<file path="src/rtl/pwm_bank.sv">
module pwm_bank #(
  parameter int NCH = 4,
  parameter int AW = 8,
  parameter logic [31:0] BASE_HZ = 32'd100_000_000
) (
  input  logic           clk,
  input  logic           rst_n,
  input  logic           bus_wr,
  input  logic [AW-1:0]  bus_addr,
  input  logic [31:0]    bus_wdata,
  output logic [31:0]    bus_rdata,
  output logic [NCH-1:0] pwm_out
);
  localparam logic [AW-1:0] CTRL_ADR = AW'(0);
  localparam logic [AW-1:0] FREQ_ADR = AW'(32'h20);
  localparam int PER0 = 32'h24;
  localparam int HI0  = 32'h24 + 4 * NCH;

  logic [31:0] per_reg [NCH];
  logic [31:0] hi_reg  [NCH];
  logic [31:0] per_act [NCH];
  logic [31:0] hi_act  [NCH];
  logic [31:0] cnt     [NCH];
  logic        srst_q;

  wire wr_ok = bus_wr && !srst_q;

  always_ff @(posedge clk or negedge rst_n)
    if (!rst_n) srst_q <= 1'b0;
    else        srst_q <= wr_ok && bus_addr == CTRL_ADR && bus_wdata[0];

  always_ff @(posedge clk or negedge rst_n) begin
    if (!rst_n) begin
      for (int n = 0; n < NCH; n++) begin
        per_reg[n] <= '0;
        hi_reg[n]  <= '0;
      end
    end else if (srst_q) begin
      for (int n = 0; n < NCH; n++) begin
        per_reg[n] <= '0;
        hi_reg[n]  <= '0;
      end
    end else if (wr_ok) begin
      for (int n = 0; n < NCH; n++) begin
        if (bus_addr == AW'(PER0 + 4 * n)) per_reg[n] <= bus_wdata;
        if (bus_addr == AW'(HI0 + 4 * n))  hi_reg[n]  <= bus_wdata;
      end
    end
  end

  for (genvar g = 0; g < NCH; g++) begin : g_ch
    wire wrap = per_act[g] == '0 || cnt[g] >= per_act[g] - 32'd1;

    always_ff @(posedge clk or negedge rst_n) begin
      if (!rst_n) begin
        cnt[g] <= '0; per_act[g] <= '0; hi_act[g] <= '0;
      end else if (srst_q) begin
        cnt[g] <= '0; per_act[g] <= '0; hi_act[g] <= '0;
      end else if (wrap) begin
        cnt[g]     <= '0;
        per_act[g] <= per_reg[g];
        hi_act[g]  <= hi_reg[g];
      end else begin
        cnt[g] <= cnt[g] + 32'd1;
      end
    end

    assign pwm_out[g] = !srst_q && per_act[g] != '0 && cnt[g] < hi_act[g];


    cnt_in_period_chk: assert property (@(posedge clk) disable iff (!rst_n)
      per_act[g] != '0 |-> cnt[g] < per_act[g]);

    hold_mid_period_chk: assert property (@(posedge clk) disable iff (!rst_n)
      !srst_q && per_act[g] != '0 && cnt[g] != per_act[g] - 32'd1
        |=> $stable(per_act[g]) && $stable(hi_act[g]));

    srst_clears_chk: assert property (@(posedge clk) disable iff (!rst_n)
      srst_q |=> per_reg[g] == '0 && hi_reg[g] == '0 && cnt[g] == '0);
  end

  always_comb begin
    bus_rdata = '0;
    if (bus_addr == FREQ_ADR) bus_rdata = BASE_HZ;
    if (bus_addr == CTRL_ADR) bus_rdata = {31'b0, srst_q};
    for (int n = 0; n < NCH; n++) begin
      if (bus_addr == AW'(PER0 + 4 * n)) bus_rdata = per_reg[n];
      if (bus_addr == AW'(HI0 + 4 * n))  bus_rdata = hi_reg[n];
    end
  end


  srst_one_cycle_chk: assert property (@(posedge clk) disable iff (!rst_n)
    srst_q |=> !srst_q);

  srst_quiet_chk: assert property (@(posedge clk) disable iff (!rst_n)
    srst_q |-> pwm_out == '0);

  freq_const_chk: assert property (@(posedge clk) disable iff (!rst_n)
    bus_addr == FREQ_ADR |-> bus_rdata == BASE_HZ);
endmodule

</file>
<file path="config.mk">
export PLATFORM = sky130hd
export DESIGN_NAME = pwm_bank
export DESIGN_NICKNAME = d
export VERILOG_FILES = /design/src/rtl/pwm_bank.sv
export SDC_FILE = /design/constraint.sdc
export NUM_CORES = 2
export LEC_CHECK = 0
export BUFFER_PORTS_ARGS = -buffer_cell sky130_fd_sc_hd__buf_2
export CORE_MARGIN = 2
export CORE_UTILIZATION = 60
export CTS_CLUSTER_DIAMETER = 100
export DETAILED_ROUTE_END_ITERATION = 16
export PLACE_DENSITY = 0.77
export RECOVER_POWER = 50
export SLEW_MARGIN = 40
export SYNTH_ARGS = -nofsm -noshare
export SYNTH_HDL_FRONTEND = slang
export SYNTH_SLANG_ARGS = --single-unit
</file>
<file path="constraint.sdc">
create_clock -name clk -period 5.78 [get_ports clk]
set_input_delay 0.578 -clock clk [delete_from_list [all_inputs] [get_ports clk]]
set_output_delay 0.578 -clock clk [all_outputs]
set_load 0.02 [all_outputs]
</file>
# Word level (Yosys, flattened, before mapping)
# Index checks and enable logic that the tools add are counted.
# classes
n_addsub	8
multipliers	0
div_mod_pow	0
order_cmp	8
eq_ne	9
shifts	0
muxes	46
n_bitwise	0
reduce_logical	46
# ops
operator	count
$mux 32	41
$mux 128	4
$add 32x1->32 const B	4
$ge 32x32->1	4
$logic_not 32->1	4
$lt 32x32->1	4
$reduce_bool 32->1	4
$sub 32x1->32 const B	4
$eq 8x6->1 const B	8
$mux 27	1
$reduce_bool 2->1	13
$reduce_and 2->1	8
$logic_and 1x1->1	11
$eq 8x7->1 const B	1
$logic_not 8->1	1
$logic_or 1x1->1	4
$logic_not 1->1	1
# totals
register_bits	641
latchBits	0
mem_bits_rw	0
romBits	0
in_bits	43
output_inout_bits	36
wordCells	138
mem_count	0

# Logic depth before layout (Yosys ltp)
# depth
word_depth	11
ltp_mapped	19
mapped_depth_nobuf	16

# Worst setup path after synthesis
# No wires, ideal clock.
# synth_path
path_type	register to register
startpoint	register per_act[65] in the netlist's numbering
endpoint	register cnt[87] in the netlist's numbering
setup_ns	0.132
arrival_ns	4.559
t_required_ns	5.648
setup_slack_ns	1.089
stages_incl_launch_ff	17
path_buffers	2
period_less_slack_ns	4.691
cell_sequence	dfrtp_1 -> or4_1 -> nand2b_1 -> or3_1 -> nand2b_1 -> or3_1 -> nor4_1 -> xnor2_1 -> ha_1 -> nand2_1 -> nor3_1 -> nand2_1 -> or4_1 -> o211ai_1 -> buf_2 -> clkbuf_1 -> nor2_1
# synth_between
elab_chain_cells	5
elab_cells_between_ends	6
classes_between	add/sub: 1; order compare: 1; mux: 2; reduce/logical: 2
# synth_lines
item	line	rtl
from (decl)	21	logic [31:0] per_act [NCH];
from (signal, indexed assignment)	61	per_act[g] <= per_reg[g];
$sub 32x1->32	52	wire wrap = per_act[g] == '0 || cnt[g] >= per_act[g] - 32'd1;
$ge 32x32->1	52	
$logic_or 1x1->1 *	52	
$mux 32 *	59	end else if (wrap) begin
$mux 32 *	57	end else if (srst_q) begin
to (signal, indexed assignment)	64	cnt[g] <= cnt[g] + 32'd1;
to (decl)	23	logic [31:0] cnt [NCH];
# Mark *: on every way between the ends. The rest lies on a longest branch, timed or not.
# A chain may end at the register's enable or synchronous reset.

# Worst setup path in the final report
# layout_path
startpoint	input port bus_addr[4]
endpoint	output port bus_rdata[3]
# layout_between
elab_chain_cells	10
elab_cells_between_ends	18
classes_between	eq/ne: 8; mux: 9; reduce/logical: 1
# layout_lines
item	line	rtl
from (decl)	9	input logic [AW-1:0] bus_addr,
$logic_not 8->1	85	if (bus_addr == CTRL_ADR) bus_rdata = {31'b0, srst_q};
$mux 32	85	
$mux 32	87	if (bus_addr == AW'(PER0 + 4 * n)) bus_rdata = per_reg[n];
$mux 32	88	if (bus_addr == AW'(HI0 + 4 * n)) bus_rdata = hi_reg[n];
$mux 32	87	
$mux 32	88	
$mux 32	87	
$mux 32	88	
$mux 32	87	
$mux 32 *	88	
to (decl)	11	output logic [31:0] bus_rdata,
# Marks and branches as above.

==> run metrics <==
Initial Util=about three fifths; Cell Area, Placed=~0.038 mm^2; # rows=91; crit path kind=input pin to primary output; Root Buffer=clkbuf_16; Fin. Hold Viols=0; min Tclk post-route=roughly 5.6 ns; outcome=finished, violations left; Worst-Skew Late Latency=roughly 0.63 ns; I/O pin cnt=a little under 80; post-route design area=roughly 0.041 mm^2; pin count of the biggest net entering global routing=between 200 and 250; Reg area=0.0160 mm^2; CP arrival=roughly 5.0 ns; hold path depth=3; most frequent cell after synthesis=nand2_1; Layout Cells excl Fill=4,848; register area share after synthesis=between 40% and 50%; GP Congestion=just under 1; die area=0.0639 mm^2; via count=between 20,000 and 30,000; layout cells sized above 1=under 10%; Post-DP HPWL=76,400 um; # fillers=4,888; Synth Net Count=around 4,300; DR vias/cell=around 6; clock-pin slew on the worst setup and hold paths=about 0.060 ns; CP Launch Type=input pin; # DRC=0; post-route core utilization=between 60 and 70%; Synth Flop Type=dfrtp_1; vias in the first global route=between 20,000 and 30,000; Cell Area, Synth=approximately 0.037 mm^2; Req. time, crit path=about 5.2 ns; cell taking the most area after synthesis=dfrtp_1; Reg2Reg Depth=15; count of state elements after synthesis=approximately 640; Commonest cells post-synth=nand2_1 (712), dfrtp_1 (641), a21oi_1 (353); wire per inst=around 22 um; clk buf depth=3; setup violators final=0; period utilization=96.4%; RSZ-0062 raised after global routing=false; Synth-to-Final Area Change=9.35%; Yosys cell types=69; total congestion overflow=0; area of the multi-input gates=slightly below 0.02 mm^2; Max FO, Critical Path=38; Post-Route Skew=between 0.02 and 0.025 ns; TritonRoute pass-1 iters=8; number of synthesized flops with an enable pin=0; Final Max Tran Viols=between 300 and 400; Syn Inst Count=roughly 4,000; post-route ant nets=0; Async S/R FF share, synth=100%; initial DRC count=~3,600; Slew HR=-101%; failing checks=max-capacitance violations, max-slew violations; clock buffer count from CTS=73; die width=253 um; initial antenna violation count=5; setup tns final=0 ns; synth top area cells=dfrtp_1 (43%), ha_1 (8.8%), nand2_1 (7.2%), a21oi_1 (4.8%), mux2i_1 (3.9%); post-CTS setup repair buffer count=0; Detailed Route WL=roughly 110,000 um; highest clock rate=between 150 and 200 MHz; Core ar.=just over 0.06 mm^2; hold crit path type=input pin to flip-flop; Least-Margin Pin Slew=3.01 ns; GR Util All Layers=33.5%; # H-tree levels=3; chip height=253 um; I/O Buffers=a little under 80; Mean Syn Cell Area=about 9.2 um^2; CTS tree=done; CTS sink count=641; max cap viols=5; first-pass GRT wire length=between 150,000 and 200,000 um; Final #Nets=roughly 4,300; Critical Path End Type=primary output; post-synth top area share=43.2%; yosys warns=0; Placed Instances=about 4,700
-- cells by family (layout without fill, tap and decap cells) --
kind of cell	Yosys count	in the layout	share of synthesized area, %
muxes	270	270	7.70
and+or+nand+nor	1591	1591	20.2
xor gates and xnor gates	238	238	5.61
buffers and inverters	383	418	4.28
DFF	641	641	43.2
AOI/OAI and AO/OA	638	638	10.3
other	0	2	0
adders and majority gates	260	260	8.76
-- placed cells by master (no fill, tap or decap), drive strengths merged, types with 12 or more instances in the layout --
master,instances
o22ai,15
a211oi,15
nor3,63
nor2,259
xnor2,126
buf,122
and3,32
mux2i,145
nand4,42
dfrtp,641
o211ai,20
and2,15
o21ai,72
or4,13
inv,156
a31oi,12
ha,260
a22oi,37
nand2,712
a222oi,14
nand2b,150
nor4,34
a21o,29
a21oi,353
xor2,112
nand3,77
nor2b,144
clkbuf,114
mux2,125
clkinv,12
-- per-stage QoR --
stage / hold WS, ns / setup WS, ns
global route: 0.335 / 0.110
detailed placement: 0.501 / 0.544
floorplan: 0.282 / 1.09
global placement: 0.483 / 0.621
CTS: 0.0206 / 0.524
finish: 0.342 / 0.208
-- final cells by class --
type | instances | share of cell area (%)
multi-input combinational | 2997 | 48.1
sequential | 641 | 39.5
clock buffer | 103 | 5.36
tap | 790 | 2.43
timing repair buffer | 134 | 2.18
inverter | 155 | 1.43
clock inverter | 26 | 0.974
antenna | 2 | 0.0123
-- worst paths after layout --
check	start	endpoint	slack, ns
setup / recovery	bus_addr[4]	bus_rdata[3]	0.21
hold / removal	bus_wdata[25]	per_reg[89]	0.34
setup reg to reg	per_act[65]	per_act[93]	0.49
hold reg to reg	hi_act[0]	hi_act[0]	0.51
max in group asynchronous	rst_n	hi_act[51]	0.94
min in group asynchronous	rst_n	hi_act[64]	0.87
-- worst max-delay path: stages --
cell and delay, ns:
clkbuf_1 0.26, clkbuf_1 1.67, and3_1 1.01, nand2_1 0.30, o221ai_1 0.33, a21oi_1 0.12, o31ai_1 0.46, buf_2 0.26
-- routing by layer --
layer  track usage, %  part of all wire, %  up-vias
li1                 -                    -    13700
met1             46.2                   41    14500
met2             50.5                   44     1347
met3             7.46                  9.2      288
met4             15.5                  5.2        6
met5                0                0.035        -
-- timing repair --
action,in CTS,in global routing
gates resized for setup,0,0
hold buffers,0,1
endpoints found under the hold margin,0,26
Power is left out: the tool's default activity adds up to more than one toggle a clock period on the data nets, which glitch-free logic cannot reach.
